--- src/rtl/outFaultSeq_pkg.sv ---
package outFaultSeq_pkg;

  typedef enum logic [2:0] {
    ST_IDLE, ST_SOFT, ST_RUN, ST_OCOFF, ST_BCOFF, ST_OTOFF, ST_OTLATCH
  } seqState_t;

  typedef enum logic [1:0] {PH_SOFT, PH_OC, PH_BC} phaseSel_t;

  // strobes from control to datapath
  typedef struct packed {
    logic      clrPhase;
    phaseSel_t phaseSel;
    logic      ocArm;
    logic      bcArm;
    logic      otInc;
    logic      flush;
    logic      olSet;
    logic      olClr;
  } seqCtl_t;

endpackage

--- src/rtl/outFaultSeq_dp.sv ---
module outFaultSeq_dp
  import outFaultSeq_pkg::*;
#(
  parameter int SS_MS     = 20,
  parameter int OC_ON_MS  = 51,
  parameter int OC_OFF_MS = 900,
  parameter int BC_ON_MS  = 2,
  parameter int BC_OFF_MS = 50,
  parameter int OT_EVENTS = 4
) (
  input  logic    clk,
  input  logic    rstN,
  input  logic    msTick,
  input  logic    ocDet,
  input  logic    bcDet,
  input  seqCtl_t ctl,
  output logic    phaseDone,
  output logic    ocTrip,
  output logic    bcTrip,
  output logic    otLast,
  output logic    staticOl
);

  localparam int PH_MAX = (SS_MS > OC_OFF_MS) ?
                          ((SS_MS > BC_OFF_MS) ? SS_MS : BC_OFF_MS) :
                          ((OC_OFF_MS > BC_OFF_MS) ? OC_OFF_MS : BC_OFF_MS);
  localparam int PH_W = $clog2(PH_MAX + 1);
  localparam int OC_W = $clog2(OC_ON_MS + 1);
  localparam int BC_W = $clog2(BC_ON_MS + 1);
  localparam int OT_W = $clog2(OT_EVENTS + 1);

  logic [PH_W-1:0] phaseCnt, phaseLim;
  logic [OC_W-1:0] ocCnt;
  logic [BC_W-1:0] bcCnt;
  logic [OT_W-1:0] otCnt;

  always_comb begin
    unique case (ctl.phaseSel)
      PH_OC:   phaseLim = PH_W'(OC_OFF_MS);
      PH_BC:   phaseLim = PH_W'(BC_OFF_MS);
      default: phaseLim = PH_W'(SS_MS);
    endcase
  end

  assign phaseDone = msTick && (phaseCnt == phaseLim - 1'b1);
  assign ocTrip    = ctl.ocArm && ocDet && msTick && (ocCnt == OC_W'(OC_ON_MS - 1));
  assign bcTrip    = ctl.bcArm && bcDet && msTick && (bcCnt == BC_W'(BC_ON_MS - 1));
  assign otLast    = (otCnt == OT_W'(OT_EVENTS - 1));

  always_ff @(posedge clk or negedge rstN) begin
    if (!rstN) begin
      phaseCnt <= '0;
      ocCnt    <= '0;
      bcCnt    <= '0;
      otCnt    <= '0;
      staticOl <= 1'b0;
    end else begin
      if (ctl.clrPhase)      phaseCnt <= '0;
      else if (msTick)       phaseCnt <= phaseCnt + 1'b1;

      if (!ctl.ocArm || !ocDet) ocCnt <= '0;
      else if (msTick)          ocCnt <= ocCnt + 1'b1;

      if (!ctl.bcArm || !bcDet) bcCnt <= '0;
      else if (msTick)          bcCnt <= bcCnt + 1'b1;

      if (ctl.flush)         otCnt <= '0;
      else if (ctl.otInc)    otCnt <= otCnt + 1'b1;

      if (ctl.flush)         staticOl <= 1'b0;
      else if (ctl.olSet)    staticOl <= 1'b1;
      else if (ctl.olClr)    staticOl <= 1'b0;
    end
  end

  a_r3_oc_bound: assert property (@(posedge clk) disable iff (!rstN)
    ocCnt <= OC_W'(OC_ON_MS));
  a_r5_bc_bound: assert property (@(posedge clk) disable iff (!rstN)
    bcCnt <= BC_W'(BC_ON_MS));
  a_r7_ot_bound: assert property (@(posedge clk) disable iff (!rstN)
    otCnt <= OT_W'(OT_EVENTS));
  a_r2_phase_bound: assert property (@(posedge clk) disable iff (!rstN)
    phaseCnt <= PH_W'(PH_MAX));

endmodule

--- src/rtl/outFaultSeq_ctl.sv ---
module outFaultSeq_ctl
  import outFaultSeq_pkg::*;
(
  input  logic      clk,
  input  logic      rstN,
  input  logic      enable,
  input  logic      dynMode,
  input  logic      ocDet,
  input  logic      otDet,
  input  logic      phaseDone,
  input  logic      ocTrip,
  input  logic      bcTrip,
  input  logic      otLast,
  output seqCtl_t   ctl,
  output seqState_t state
);

  seqState_t nxt;
  logic active, onOrCurOff;

  assign active     = (state == ST_SOFT) || (state == ST_RUN);
  assign onOrCurOff = active || (state == ST_OCOFF) || (state == ST_BCOFF);

  always_comb begin
    nxt = state;
    if (!enable) nxt = ST_IDLE;
    else begin
      unique case (state)
        ST_IDLE:    nxt = ST_SOFT;
        ST_OTLATCH: nxt = ST_OTLATCH;
        ST_OTOFF:   if (!otDet) nxt = ST_SOFT;
        default: begin
          if (otDet)                           nxt = otLast ? ST_OTLATCH : ST_OTOFF;
          else if (state == ST_BCOFF)          begin if (phaseDone) nxt = ST_RUN;  end
          else if (state == ST_OCOFF)          begin if (phaseDone) nxt = ST_SOFT; end
          else if (bcTrip)                     nxt = ST_BCOFF;
          else if (ocTrip)                     nxt = ST_OCOFF;
          else if (state == ST_SOFT && phaseDone) nxt = ST_RUN;
        end
      endcase
    end
  end

  always_comb begin
    ctl.clrPhase = (nxt != state) ||
                   !((state == ST_SOFT) || (state == ST_OCOFF) || (state == ST_BCOFF));
    unique case (state)
      ST_OCOFF: ctl.phaseSel = PH_OC;
      ST_BCOFF: ctl.phaseSel = PH_BC;
      default:  ctl.phaseSel = PH_SOFT;
    endcase
    ctl.ocArm = active && dynMode;
    ctl.bcArm = active;
    ctl.otInc = enable && otDet && onOrCurOff;
    ctl.flush = !enable;
    ctl.olSet = enable && active && ocDet && !dynMode;
    ctl.olClr = (state == ST_SOFT) && phaseDone;
  end

  always_ff @(posedge clk or negedge rstN) begin
    if (!rstN) state <= ST_IDLE;
    else       state <= nxt;
  end

  a_r1_disable: assert property (@(posedge clk) disable iff (!rstN)
    !enable |=> (state == ST_IDLE));
  a_r6_recover: assert property (@(posedge clk) disable iff (!rstN)
    (enable && state == ST_OTOFF && !otDet) |=> (state == ST_SOFT));
  a_r7_latch_hold: assert property (@(posedge clk) disable iff (!rstN)
    (enable && state == ST_OTLATCH) |=> (state == ST_OTLATCH || $past(!enable) || !enable || state == ST_IDLE));
  a_r8_ot_first: assert property (@(posedge clk) disable iff (!rstN)
    (enable && onOrCurOff && otDet) |=> (state == ST_OTOFF || state == ST_OTLATCH));
  a_r8_bc_over_oc: assert property (@(posedge clk) disable iff (!rstN)
    (enable && active && !otDet && bcTrip && ocTrip) |=> (state == ST_BCOFF));

endmodule

--- src/rtl/outFaultSeq.sv ---
module outFaultSeq
  import outFaultSeq_pkg::*;
#(
  parameter int SS_MS     = 20,
  parameter int OC_ON_MS  = 51,
  parameter int OC_OFF_MS = 900,
  parameter int BC_ON_MS  = 2,
  parameter int BC_OFF_MS = 50,
  parameter int OT_EVENTS = 4
) (
  input  logic clk,
  input  logic rstN,
  input  logic msTick,
  input  logic enable,
  input  logic dynMode,
  input  logic ocDet,
  input  logic bcDet,
  input  logic otDet,
  input  logic uvloDet,
  input  logic regReset,
  output logic outEn,
  output logic softStart,
  output logic olFlag,
  output logic bcFlag,
  output logic otFlag,
  output logic faultN
);

  seqCtl_t   ctl;
  seqState_t state;
  logic phaseDone, ocTrip, bcTrip, otLast, staticOl;

  outFaultSeq_ctl u_ctl (
    .clk(clk), .rstN(rstN), .enable(enable), .dynMode(dynMode),
    .ocDet(ocDet), .otDet(otDet), .phaseDone(phaseDone), .ocTrip(ocTrip),
    .bcTrip(bcTrip), .otLast(otLast), .ctl(ctl), .state(state)
  );

  outFaultSeq_dp #(
    .SS_MS(SS_MS), .OC_ON_MS(OC_ON_MS), .OC_OFF_MS(OC_OFF_MS),
    .BC_ON_MS(BC_ON_MS), .BC_OFF_MS(BC_OFF_MS), .OT_EVENTS(OT_EVENTS)
  ) u_dp (
    .clk(clk), .rstN(rstN), .msTick(msTick), .ocDet(ocDet), .bcDet(bcDet),
    .ctl(ctl), .phaseDone(phaseDone), .ocTrip(ocTrip), .bcTrip(bcTrip),
    .otLast(otLast), .staticOl(staticOl)
  );

  assign outEn     = (state == ST_SOFT) || (state == ST_RUN);
  assign softStart = (state == ST_SOFT);
  assign bcFlag    = (state == ST_BCOFF);
  assign otFlag    = (state == ST_OTOFF) || (state == ST_OTLATCH);
  assign olFlag    = staticOl || (state == ST_OCOFF);
  assign faultN    = !(otFlag || olFlag || uvloDet || regReset);

  a_r4_static_stays_on: assert property (@(posedge clk) disable iff (!rstN)
    (enable && !dynMode && outEn && !otDet && !bcDet) |=> (outEn || !enable || $past(!enable)));
  a_r5_bc_cuts: assert property (@(posedge clk) disable iff (!rstN)
    $rose(bcFlag) |-> $past(outEn));

endmodule

--- config.mk ---
export PLATFORM = sky130hd
export DESIGN_NAME = outFaultSeq
export DESIGN_NICKNAME = d
export VERILOG_FILES = /design/src/rtl/outFaultSeq_pkg.sv /design/src/rtl/outFaultSeq_dp.sv /design/src/rtl/outFaultSeq_ctl.sv /design/src/rtl/outFaultSeq.sv
export SDC_FILE = /design/constraint.sdc
export NUM_CORES = 1
export LEC_CHECK = 0
export ABC_AREA = 0
export BUFFER_PORTS_ARGS = -buffer_cell sky130_fd_sc_hd__buf_4
export CAP_MARGIN = 20
export CORE_ASPECT_RATIO = 0.8
export CORE_MARGIN = 2
export CORE_UTILIZATION = 58
export DETAILED_ROUTE_END_ITERATION = 10
export GPL_TIMING_DRIVEN = 0
export PLACE_DENSITY = 0.82
export REMOVE_ABC_BUFFERS = 1
export SYNTH_ARGS = -nofsm -noshare
export SYNTH_HDL_FRONTEND = slang
export SYNTH_SLANG_ARGS = --single-unit
export TNS_END_PERCENT = 50
--- constraint.sdc ---
create_clock -name clk -period 3.3 [get_ports clk]
set_input_delay 0.165 -clock clk [delete_from_list [all_inputs] [get_ports clk]]
set_output_delay 0.165 -clock clk [all_outputs]
set_load 0.02 [all_outputs]
* Yosys cells after proc, flatten, opt, wreduce, memory -nomap -nowiden
Index checks and enable logic that the tools add are counted.
Word-level totals: bits in registers 25, input port bits 10, output and inout bits 6, word-level logic and storage cells 89
Cells by class: add/subtract/negate cells 5, eq/ne operators 15, mux-type cells 25, reductions and logical operators 38
Operators with widths (number):
- 3-bit 2-to-1 mux | 12
- 10-bit 2-to-1 mux | 2
- 10-bit one-hot mux with 2 select lines | 1
- 1-bit logical AND | 14
- 1-bit logical OR | 13
- 6-bit 2-to-1 mux | 2
- 10-bit by 1-bit adder with 10-bit output (second input constant) | 1
- 10-bit == test | 1
- 10-bit by 1-bit subtractor with 10-bit output (second input constant) | 1
- 3-bit by 2-bit == test with 1-bit output (second input constant) | 3
- 3-bit == test (second input constant) | 3
- 3-bit one-hot mux with 3 select lines | 1
- 1-bit logical NOT | 7
- 6-bit by 1-bit adder with 6-bit output (second input constant) | 1
- 6-bit == test (second input constant) | 1
- 2-bit 2-to-1 mux | 3
- 2-bit nonzero test | 3
- 2-bit by 1-bit == test with 1-bit output (second input constant) | 2
- 2-bit one-hot mux with 2 select lines | 1
- 3-bit by 1-bit adder with 3-bit output (second input constant) | 1
- 3-bit by 1-bit == test with 1-bit output (second input constant) | 1
- 3-bit logical NOT | 1
- 1-bit 2-to-1 mux | 3
- 3-bit by 1-bit != test with 1-bit output (second input constant) | 1
- 4 further kinds | 4

* Longest topological paths before layout
Gate-level depths: netlist of run 1.
depth after elaboration 19, mapped depth 9, mapped depth without buffers 9

* Modules after synthesis
Synthesis of run 1 repeated with hierarchy kept, for this count alone.
Unflattened totals: cells, all modules 201, area, all modules 1813.0 um^2
Modules (own cells, without submodules):
- outFaultSeq_dp | times used 1, cells each 122, area each 1209.9 um^2, sequential area each 550.5 um^2
- outFaultSeq_ctl | times used 1, cells each 68, area each 525.5 um^2, sequential area each 75.1 um^2
- outFaultSeq | times used 1, cells each 11, area each 77.6 um^2, sequential area each 0.0 um^2

* Worst setup path before layout of run 1
Ideal clock, no wire load.
kind flip-flop to flip-flop, from register u_dp.phaseCnt[7], to register u_dp.phaseCnt[0], setup time 0.130 ns, data arrival time 2.235 ns, required time 3.170 ns, setup slack 0.935 ns, cell stages (with the launch flop) 8, clock period less this slack 2.365 ns, path through dfrtp_1 > or4b_1 > mux2_2 > a211oi_2 > nand2_1 > a31oi_4 > mux2i_4 > nor2_1
On the way: word-level cells in the longest chain between the ends 14, elaborated cells on any way between the ends 17
RTL lines:
- start, declared | line outFaultSeq_dp.sv:32 | logic [PH_W-1:0] phaseCnt, phaseLim;
- start signal, assigned | line outFaultSeq_dp.sv:59 | else if (msTick) phaseCnt <= phaseCnt + 1'b1;
- 10-bit == test (*) | line outFaultSeq_dp.sv:45 | assign phaseDone = msTick && (phaseCnt == phaseLim - 1'b1);
- 1-bit logical AND (*) | line outFaultSeq_dp.sv:45
- 1-bit logical AND | line outFaultSeq_ctl.sv:38 | else if (state == ST_SOFT && phaseDone) nxt = ST_RUN;
- 3-bit 2-to-1 mux | line outFaultSeq_ctl.sv:38
- 3-bit 2-to-1 mux | line outFaultSeq_ctl.sv:37 | else if (ocTrip) nxt = ST_OCOFF;
- 3-bit 2-to-1 mux | line outFaultSeq_ctl.sv:36 | else if (bcTrip) nxt = ST_BCOFF;
- 3-bit 2-to-1 mux | line outFaultSeq_ctl.sv:35 | else if (state == ST_OCOFF) begin if (phaseDone) nxt = ST_SOFT; end
- 3-bit 2-to-1 mux (*) | line outFaultSeq_ctl.sv:34 | else if (state == ST_BCOFF) begin if (phaseDone) nxt = ST_RUN; end
- 3-bit 2-to-1 mux (*) | line outFaultSeq_ctl.sv:33 | if (otDet) nxt = otLast ? ST_OTLATCH : ST_OTOFF;
- 3-bit one-hot mux with 3 select lines (*) | line outFaultSeq_ctl.sv:28 | unique case (state)
- 3-bit 2-to-1 mux (*) | line outFaultSeq_ctl.sv:26 | if (!enable) nxt = ST_IDLE;
- via u_ctl.nxt[1] | line outFaultSeq_ctl.sv:18 | seqState_t nxt;
- 3-bit != test (*) | line outFaultSeq_ctl.sv:45 | ctl.clrPhase = (nxt != state) ||
- 1-bit logical OR (*) | line outFaultSeq_ctl.sv:45
- 10-bit 2-to-1 mux / 2-bit nonzero test (equally long branches)
Mark *: on every way through the listed nets, which the timed path passes. The rest lies on a longest branch. A chain may end at the register's enable or synchronous reset.

* Worst setup path in the final report of run 1
from register u_ctl.state[1], to register u_dp.phaseCnt[7]
On the way: word-level cells in the longest chain between the ends 19, elaborated cells on any way between the ends 41
RTL lines:
- start, declared | line outFaultSeq_ctl.sv:15 | output seqState_t state
- start signal, assigned | line outFaultSeq_ctl.sv:62 | else state <= nxt;
- 3-bit == test / 3-bit by 2-bit == test with 1-bit output (equally long branches) | line outFaultSeq_ctl.sv:34, outFaultSeq_ctl.sv:47, outFaultSeq_ctl.sv:35
- 2-bit one-hot mux with 2 select lines | line outFaultSeq_ctl.sv:47 | unique case (state)
- 2-bit == test / 2-bit by 1-bit == test with 1-bit output (equally long branches) | line outFaultSeq_dp.sv:38 | unique case (ctl.phaseSel)
- 10-bit one-hot mux with 2 select lines | line outFaultSeq_dp.sv:38
- 10-bit by 1-bit subtractor with 10-bit output | line outFaultSeq_dp.sv:45
- 10-bit == test | line outFaultSeq_dp.sv:45
- 1-bit logical AND | line outFaultSeq_dp.sv:45
- 1-bit logical AND | line outFaultSeq_ctl.sv:38
- (+4 left out)
- 3-bit 2-to-1 mux | line outFaultSeq_ctl.sv:34
- 3-bit 2-to-1 mux | line outFaultSeq_ctl.sv:33
- 3-bit one-hot mux with 3 select lines (*) | line outFaultSeq_ctl.sv:28
- 3-bit 2-to-1 mux (*) | line outFaultSeq_ctl.sv:26
- via u_ctl.nxt[1] | line outFaultSeq_ctl.sv:18
- 3-bit != test (*) | line outFaultSeq_ctl.sv:45
- 1-bit logical OR (*) | line outFaultSeq_ctl.sv:45
- 10-bit 2-to-1 mux / 2-bit nonzero test (equally long branches)
Marked as above.

==> results.txt, run 1 <==
Layout Area Growth over Synthesis - 8.46%
Cell Pwr Density - 423 nW/um2
Critical Path RT - 3.52 ns
Final #Nets - 199
Placed inst area - 1740 um2
Design area - 1780 um2
F_max - 359 MHz
Placer congestion estimate - 0.868
Met3 Use GR - 5.19%
Post-route insts no fill - 220
Yosys cell types - 48
Adder-cell share of the synthesized area - 5.18%
N_diodes - 0
Hold Fails Final Rpt - 0
Layout cells sized above 1 - 17.0%
WL final - 3.24 mm
Vias in the first global route - 1220
H-tree lvl count - 1
Top post-synthesis cells by area - dfrtp_1 (38%), xor2_1 (6.4%), nor2_1 (4.8%), ha_1 (4.6%), clkbuf_8 (3.4%)
Setup_tns - 0 ns
Drt initial violations - 82
Critical R2R Capture - u_dp.phaseCnt[7]
Status - finished, final reports clean
Dominant cell type by area after synthesis - dfrtp_1
Leakage - 0.758 nW
Drt pass-1 iters - 4
Die Area - 3270 um2
Average wire per standard cell - 14.7 um
Sequential fraction of the synthesis area - 38.1%
Longest Clk Path Bufs - 2
Top_reg_cell synth - dfrtp_1
Pin count of the biggest net entering global routing - 26
Max transition margin - 63.1%
Post-synth ARST share - 100%
Most common cell in the synthesized netlist - dfrtp_1
Met1 usage - 28.5%
Synth Register Bits - 25
Gr busiest metal - met2
Met2 Resource Use GR - 37.9%
CTS tree - built
Post-synth EDFFs - 0
GR Overflow Total - 0
Num rows - 17
Buffers on Ports - 15
Clk sinks - 25
Post-CTS resize count - 0
WS Path Type - flop to flop
Critical Path End - u_dp.phaseCnt[7]
Synth Area in Compound Gates - 14.0%
Syn Inst Count - 167
Period utilization - 84.4%
Die Height - 51.6 um
CP endpoint kind - flop
Syn Area/Cell - 9.83 um2
Max VDD drop - 0.251 mV
Fill cells - 250
Skew-Pair Late Insertion Delay - 0.33 ns
Initial antenna violation count - 0
Drt drc - 0
I/O pins - 16
Layout Skew - 0.0149 ns
Reg2Reg Depth - 7
CP Launch Point - u_ctl.state[1]
Reg clk slew, reported paths - 0.15 ns
Max FO, Critical Path - 13
Post-placement cell count - 215
Area share of xor/xnor cells in the synthesized design - 9.53%
Startpoint Class - flop
Top post-synthesis cells by count - dfrtp_1 (25), nor2_1 (21), xor2_1 (12), nand2_1 (10)
DP Wirelength - 2.41 mm
Synth Area in Simple Gates - 24.7%
Vias - 1316
Synth top area share - 38.1%
Synth warn - 0
Slew Viols, Final - 0
Crit path arrival time - 3.00 ns
Worst Hold Class - primary input to flop
Multiplexer share of the synthesized area - 3.28%
Unrepaired setup endpoints after global routing - no
Inserted Clock Buffers - 3
First-pass GRT wire length - 5.53 mm
Post-Syn Area - 1640 um2
All-layer global routing usage - 22.2%
Core area - 2720 um2
Main combinational cell family by area after synthesis - simple AND/OR/NAND/NOR gates
Final setup viols - 0
R2R Setup Slk - 0.52 ns
Postcts setup bufs - 0
Reg2reg start - u_ctl.state[1]
Initial core utilization - 60.3%
Die Width - 63.5 um
Clock tree root driver cell - clkbuf_4
DRT antenna net count - 0
Via density - 5.98
Max-cap violations - 0
Worst slew pin tran - 0.547 ns
Fin crit period - 2.78 ns
[layer usage]
layer  vias up  routed length, um
met3         5                149
met5         -                  0
li1        628                  -
met4         0                 34
met1       655               1480
met2        28               1580
[state kept, by name (all words and copies together), names as in the netlist]
name           flops
u_ctl.state        3
u_dp.phaseCnt     10
u_dp.staticOl      1
u_dp.otCnt         3
u_dp.ocCnt         6
u_dp.bcCnt         2
[what timing repair did]
| item | CTS | global route |
|---|---|---|
| endpoints found under the hold margin | 25 | 0 |
| setup endpoints to repair | 0 | 0 |
| hold buffers | 1 | 0 |
[how the worst min path moves through the flow]
stage / start / end / slack (ns) / cells past startpoint
floorplan: rstN / u_ctl.state[0] / -0.13 / 0
CTS: bcDet / u_dp.bcCnt[0] / 0.07 / 3
finish: bcDet / u_dp.bcCnt[0] / 0.09 / 3
detailed placement: rstN / u_dp.otCnt[2] / 0.09 / 1
global placement: rstN / u_ctl.state[0] / 0.08 / 1
global route: bcDet / u_dp.bcCnt[0] / 0.06 / 3
[cells by family after synthesis]
family | after synthesis
AO/OA/AOI/OAI | 30
flip-flops | 25
AND/OR/NAND/NOR | 72
adder cells (fa/ha/maj) | 7
XOR/XNOR | 17
multiplexers | 4
buffers and inverters | 12
[final cells by class]
| cell class | instances | area (um2) | area share [%] |
|---|---|---|---|
| clock buffers | 3 | 22.5 | 1.26 |
| clock inverters | 1 | 5.00 | 0.281 |
| inverters | 7 | 26.3 | 1.48 |
| multi-input cells | 130 | 931 | 52.3 |
| flip-flops and latches | 25 | 626 | 35.1 |
| well taps | 38 | 47.5 | 2.67 |
| repair buffers | 16 | 123 | 6.89 |
[critical path: stages, from the launching register on]
cell     delay, ns
dfrtp_1       0.66
xor2_2        0.29
nand4_4       0.18
or4_4         0.53
a22o_1        0.29
a31oi_4       0.18
mux2i_4       0.42
nor2_1        0.11
[stage by stage]
stage	hold WS (ns)	setup WS (ns)	util, %	power [W]
after global placement	0.0834	0.647	64.0	0.000603
after detailed placement	0.0885	0.526	64.0	0.000617
final	0.0903	0.515	65.4	0.000753
after CTS	0.0707	0.516	65.4	0.000761
after floorplan	-0.131	0.881	-	0.000529
after global routing	0.0609	0.376	65.4	0.000803
[power breakdown]
| part | internal, W | total [W] | switching [W] |
|---|---|---|---|
| combinational | 0.000105 | 0.000252 | 0.000147 |
| sequential | 0.000324 | 0.000361 | 0.0000361 |
| clock | 0.0000455 | 0.000140 | 0.0000949 |
[layout by cell type (no fill, tap or decap), types with 2 or more instances in the layout]
master / synthesis / layout
xor2_1: 12 / 12
xnor2_1: 4 / 4
a21oi_1: 5 / 5
nand3b_1: 3 / 3
ha_1: 6 / 6
o21ai_0: 6 / 6
a21boi_0: 3 / 3
and2_2: 2 / 2
nand2b_1: 4 / 4
a211oi_1: 2 / 2
dfrtp_1: 25 / 25
nand3_1: 7 / 7
nor3_1: 2 / 2
nor2b_1: 4 / 4
mux2i_1: 2 / 2
buf_4: 0 / 15
and2_1: 2 / 2
nand4_1: 5 / 5
nor2_1: 21 / 21
nand2_1: 10 / 10
and3_1: 2 / 2
o31ai_1: 2 / 2
o41ai_1: 2 / 2
o311ai_0: 2 / 2
inv_1: 7 / 7
clkbuf_4: 0 / 3
Power figures use the tool's default switching activity.
==> run 2, diff against run 1 <==
--- a/config.mk
+++ b/config.mk
@@ -10,10 +10,10 @@
 export CAP_MARGIN = 20
 export CORE_ASPECT_RATIO = 0.8
 export CORE_MARGIN = 2
-export CORE_UTILIZATION = 58
+export CORE_UTILIZATION = 53
 export DETAILED_ROUTE_END_ITERATION = 10
 export GPL_TIMING_DRIVEN = 0
-export PLACE_DENSITY = 0.82
+export PLACE_DENSITY = 0.79
 export REMOVE_ABC_BUFFERS = 1
 export SYNTH_ARGS = -nofsm -noshare
 export SYNTH_HDL_FRONTEND = slang
==> constraint.sdc (replaced) <==
create_clock -name clk -period 2.3 [get_ports clk]
set_input_delay 0.115 -clock clk [delete_from_list [all_inputs] [get_ports clk]]
set_output_delay 0.115 -clock clk [all_outputs]
set_load 0.02 [all_outputs]
==> run 2 against run 1 <==
  * The flow now finishes with violations (negative setup slack)
  * Critical path depth rose by 1
  * Total power rose by 66%
  * Sequential cell count did not move
  * Register-to-register slack got worse by 0.58 ns
  * Worst setup slack got worse by 0.58 ns
  * Sequential power rose by 42%
  * Maximum frequency rose by 18%
  * Clock power rose by 100%
  * Cell area rose by 10%
==> results.txt, run 2 (synthesized netlist as in run 1, its figures left out) <==
Status - finished, violations left
Failing checks - negative setup slack
Skew-Pair Late Insertion Delay - 0.28 ns
Die Width - 66.2 um
GR Overflow Total - 0
Pin count of the biggest net entering global routing - 26
Core Util, Final - 65.0%
Worst slew pin tran - 0.527 ns
Critical R2R Capture - u_dp.phaseCnt[5]
Setup_tns - -0.635 ns
Vias - 1368
F_max - 422 MHz
Clock tree root driver cell - clkbuf_8
Die Height - 53.8 um
Core area - 3020 um2
Worst hold slack - 0.0810 ns
CTS tree - built
Reg2reg start - u_dp.phaseCnt[7]
Hold Fails Final Rpt - 0
Placed inst area - 1750 um2
Clk sinks - 25
Max VDD drop - 0.447 mV
Crit path arrival time - 2.55 ns
Fill cells - 265
Fin crit period - 2.37 ns
Critical Path End - u_dp.phaseCnt[5]
Cell Pwr Density - 639 nW/um2
Leakage - 0.845 nW
Final WS setup - -0.0696 ns
R2R Setup Slk - -0.07 ns
Initial core utilization - 54.4%
Layout Skew - 0.00313 ns
WL final - 3.65 mm
Buffers on Ports - 15
Die Area - 3560 um2
Max FFs per register - 10
Longest Clk Path Bufs - 2
Final setup viols - 10
Vias in the first global route - 1299
Critical Path RT - 2.48 ns
Max-cap violations - 0
Multi-input logic area - 981 um2
Drt drc - 0
Flip-flop and latch area - 629 um2
All-layer global routing usage - 22.5%
Most common cell after layout, fill and taps aside - buf_4
First-pass GRT wire length - 6.00 mm
Final #Nets - 211
Worst Hold Class - primary input to flop
Max FO, Critical Path - 10
Largest Register - u_dp.phaseCnt
DP Wirelength - 2.55 mm
Reg2Reg Depth - 8
CP endpoint kind - flop
Reg clk slew, reported paths - 0.09 ns
N_diodes - 0
DRT antenna net count - 0
Largest regs - u_dp.phaseCnt (10), u_dp.ocCnt (6)
Startpoint Class - flop
Inserted Clock Buffers - 3
Drt pass-1 iters - 4
Unrepaired setup endpoints after global routing - yes
Layout Area Growth over Synthesis - 19.5%
Placer congestion estimate - 0.891
Design area - 1960 um2
Num rows - 18
Most frequent cells in the layout - buf_4 (26), dfrtp_1 (22), nor2_1 (21)
Period utilization - 103%
WS Path Type - flop to flop
Initial antenna violation count - 0
Max transition margin - 64.5%
Slew Viols, Final - 0
H-tree lvl count - 1
CP Launch Point - u_dp.phaseCnt[7]
I/O pins - 16
Via density - 5.85
Drt initial violations - 78
Average wire per standard cell - 15.6 um
Layout cells sized above 1 - 26.8%
==> run 2: through the flow <==
stage,setup WS [ns],power [W],std cells
after floorplan,-0.119,0.000759,162
after global placement,-0.361,0.000867,217
after detailed placement,-0.401,0.000885,217
after CTS,-0.0574,0.00123,232
after global routing,-0.138,0.00132,234
final,-0.0696,0.00125,234
==> run 2: worst max-delay path, stage by stage, from the launching register on <==
cell and delay (ns):
dfrtp_1 0.40, or4b_4 0.56, mux2_4 0.30, a211oi_4 0.21
nand2_2 0.10, a31oi_4 0.23, mux2i_4 0.27, buf_12 0.14
nor2_1 0.05
==> run 2: repair_timing <==
action / 4_1_cts / 5_1_grt
hold endpoints to repair: 25 / 0
hold buffers: 1 / 0
setup endpoints to repair: 10 / 10
pin swaps: 5 / 3
resized for setup: 9 / 4
gates cloned: 0 / 0
buffers inserted: 10 / 2
==> run 2: final cells by class <==
type	instances	share of cell area (%)
clock buffer	3	2.10
multi-input combinational	130	50.0
timing repair buffer	28	11.5
sequential	25	32.1
tap	40	2.55
inverter	7	1.34
clock inverter	1	0.446
==> run 2: worst min-delay path by stage <==
stage / from / end / slack, ns / cells after the start
after floorplan: rstN / u_ctl.state[0] / -0.18 / 0
after global placement: rstN / u_dp.otCnt[2] / 0.03 / 1
after detailed placement: rstN / u_ctl.state[0] / 0.04 / 1
after CTS: bcDet / u_dp.bcCnt[0] / 0.09 / 3
after global routing: bcDet / u_dp.bcCnt[0] / 0.09 / 3
final: bcDet / u_dp.bcCnt[0] / 0.08 / 3
==> run 2: layer usage <==
metal / share of wire [%] / global-route usage (%) / vias to the layer above
li1: - / - / 646
met4: 2.1 / 7.82 / 0
met3: 5.4 / 5.23 / 9
met2: 49 / 39.0 / 41
met1: 43 / 28.1 / 672
met5: 0 / 0 / -
==> run 2: power breakdown <==
group	total [W]	internal [W]	switching, W
sequential	0.000513	0.000468	0.0000447
clock	0.000282	0.000128	0.000154
combinational	0.000458	0.000206	0.000252
==> run 3, diff against run 2 <==
--- a/config.mk
+++ b/config.mk
@@ -10,12 +10,12 @@
 export CAP_MARGIN = 20
 export CORE_ASPECT_RATIO = 0.8
 export CORE_MARGIN = 2
-export CORE_UTILIZATION = 53
+export CORE_UTILIZATION = 64
 export DETAILED_ROUTE_END_ITERATION = 10
-export GPL_TIMING_DRIVEN = 0
-export PLACE_DENSITY = 0.79
+export PLACE_DENSITY = 0.89
 export REMOVE_ABC_BUFFERS = 1
 export SYNTH_ARGS = -nofsm -noshare
 export SYNTH_HDL_FRONTEND = slang
+export SYNTH_HIERARCHICAL = 1
 export SYNTH_SLANG_ARGS = --single-unit
 export TNS_END_PERCENT = 50
==> constraint.sdc (replaced) <==
create_clock -name clk -period 2.8 [get_ports clk]
set_input_delay 0.14 -clock clk [delete_from_list [all_inputs] [get_ports clk]]
set_output_delay 0.14 -clock clk [all_outputs]
set_load 0.02 [all_outputs]
==> run 3 against run 2 <==
  * The run still ends with negative setup slack left
  * Combinational power increased to 2.9 times the previous value
  * First-iteration DRC count increased to 4.6 times the previous value
  * Via count increased by 63%
  * Sequential cell count unchanged
  * Wire length increased by 120%
  * Count of clock-buffer cells in the layout unchanged
  * Highest routed layer unchanged
==> results.txt, run 3 <==
Vias - 2223
Top post-synthesis cells by area - dfrtp_1 (35%), nor2_1 (6.0%), ha_1 (4.8%), xor2_1 (3.9%), a21oi_1 (3.6%)
Max FFs per register - 10
Vias in the first global route - 1871
Startpoint Class - flop
Final #Nets - 285
Crit path arrival time - 4.28 ns
Longest Clk Path Bufs - 2
Worst Hold Class - primary input to flop
Critical R2R Capture - u_dp/phaseCnt[5]
Max transition margin - 62.6%
All-layer global routing usage - 36.1%
Largest regs - u_dp/phaseCnt (10), u_dp/ocCnt (6)
WL final - 7.99 mm
Most common cell after layout, fill and taps aside - buf_4
Placer congestion estimate - 0.874
Setup_tns - -10.77 ns
Failing checks - negative setup slack
Drt drc - 0
Num rows - 17
Final WS setup - -1.18 ns
Largest Register - u_dp/phaseCnt
Sequential fraction of the synthesis area - 34.5%
Clock tree root driver cell - clkbuf_4
Cell Pwr Density - 758 nW/um2
Placed inst area - 2160 um2
Reg2Reg Depth - 18
Design area - 2580 um2
CTS tree - built
Synth top area share - 34.5%
Post-synth ARST share - 100%
R2R Setup Slk - -1.18 ns
Reg2reg start - u_ctl/state[0]
Place WS - -0.818 ns
Layout Skew - 0.0113 ns
Layout cells sized above 1 - 44.6%
Dominant cell type by area after synthesis - dfrtp_1
First-pass GRT wire length - 8.98 mm
Die Area - 3280 um2
F_max - 251 MHz
Yosys cell types - 50
Status - finished, violations left
Layout Area Growth over Synthesis - 42.2%
Final setup viols - 13
Unrepaired setup endpoints after global routing - yes
Leakage - 1.10 nW
Buffers on Ports - 15
Initial antenna violation count - 0
Critical Path End - u_dp/phaseCnt[5]
Hold Path Depth - 4
Initial core utilization - 66.6%
N_diodes - 0
WS Path Type - flop to flop
Clk sinks - 25
Drt initial violations - 355
CP Launch Point - u_ctl/state[0]
Max VDD drop - 0.488 mV
Syn Inst Count - 201
Via density - 7.29
Max-cap violations - 0
Skew-Pair Late Insertion Delay - 0.35 ns
DP Wirelength - 3.48 mm
I/O pins - 16
Post-synth EDFFs - 0
Max FO, Critical Path - 5
GR Overflow Total - 0
Top post-synthesis cells by count - nor2_1 (29), dfrtp_1 (25), a21oi_1 (13), inv_1 (13), nand2_1 (11)
Slew Viols, Final - 0
Most common cell in the synthesized netlist - nor2_1
Top_reg_cell synth - dfrtp_1
Average wire per standard cell - 26.2 um
Reg clk slew, reported paths - 0.17 ns
Core area - 2720 um2
Drt pass-1 iters - 6
Synth Register Bits - 25
Die Height - 51.6 um
Pin count of the biggest net entering global routing - 26
DRT antenna net count - 0
Period utilization - 142%
Inserted Clock Buffers - 3
Post-Syn Area - 1810 um2
Worst slew pin tran - 0.547 ns
CP endpoint kind - flop
Critical Path RT - 3.10 ns
H-tree lvl count - 1
Syn Area/Cell - 9.02 um2
Total power draw - 0.00195 W
Fin crit period - 3.98 ns
Synth warn - 6
Die Width - 63.5 um
Hold Fails Final Rpt - 0
Most frequent cells in the layout - buf_4 (62), dfrtp_1 (24), nor2_1 (23)
==> run 3: changes by cell type after synthesis, moves of 3 or more <==
cell	previous run	this run
a21boi_0	3	0
inv_1	7	13
clkbuf_8	4	0
a211oi_1	2	5
buf_2	0	5
nand3_1	7	2
buf_6	0	4
xnor2_1	4	7
a21oi_1	5	13
xor2_1	12	8
nor2_1	21	29
or3_1	1	7
==> run 3: cell families (layout without fill, tap and decap cells) <==
logic type,count (synthesis),in the layout,share of synthesized area [%]
AND/OR/NAND/NOR,84,84,25.2
AO/OA/AOI/OAI,41,41,17.9
flip-flops,25,25,34.5
buffers and inverters,24,90,7.45
XOR/XNOR,15,15,7.25
adder cells (fa/ha/maj),7,7,4.83
multiplexers,5,5,2.83
==> run 3: stage by stage <==
step	util, %	std cells	hold WS (ns)
floorplan	-	191	-0.156
global placement	79.3	279	0.0577
detailed placement	79.3	279	0.0644
CTS	87.3	296	0.111
global route	94.7	305	0.0979
finish	94.7	305	0.123
==> run 3: timing repair <==
action / 4_1_cts / 5_1_grt
gates resized for setup: 19 / 28
gates cloned: 0 / 1
endpoints found under the hold margin: 25 / 0
pin swaps: 8 / 8
setup endpoints to repair: 11 / 12
hold buffers: 1 / 0
buffers inserted: 13 / 9
==> run 3: critical path, cell delays in order, from the launching register on <==
cell	delay (ns)
dfrtp_1	0.44
buf_6	0.14
nor3b_4	0.24
nand2b_4	0.11
ha_4	0.19
xnor2_2	0.17
nand4b_1	0.25
a2111oi_4	0.38
buf_4	0.18
inv_1	0.04
a21oi_1	0.14
nand2_1	0.11
o21ai_2	0.20
mux2i_1	0.30
buf_4	0.19
o2111ai_4	0.16
buf_6	0.17
or3_4	0.39
a21oi_2	0.12
==> run 3: power by group <==
group | total, W | internal [W] | switching [W]
clock network | 0.000190 | 0.0000586 | 0.000132
logic | 0.00131 | 0.000615 | 0.000699
registers | 0.000449 | 0.000402 | 0.0000476
==> run 3: cell type report <==
cell class | count | area, um2
flip-flops and latches | 25 | 627
multi-input cells | 152 | 1210
clock buffers | 3 | 22.5
clock inverters | 1 | 8.76
repair buffers | 72 | 603
fillers | 78 | 144
well taps | 38 | 47.5
inverters | 14 | 57.6
==> run 3: how the worst min path moves through the flow <==
stage,slack (ns),endpoint,from
5_1_grt,0.1,u_dp/staticOl,dynMode
3_5_place_dp,0.06,u_dp/otCnt[0],rstN
6_report,0.12,u_dp/staticOl,dynMode
3_3_place_gp,0.06,u_dp/staticOl,rstN
2_1_floorplan,-0.16,u_ctl/state[0],rstN
4_1_cts,0.11,u_dp/staticOl,dynMode
==> run 3: metal layers <==
metal	wire, um	up-vias	track usage (%)
li1	-	838	-
met2	3460	269	64.4
met4	918	0	17.8
met3	1080	117	9.09
met1	2520	999	40.9
met5	0	-	0
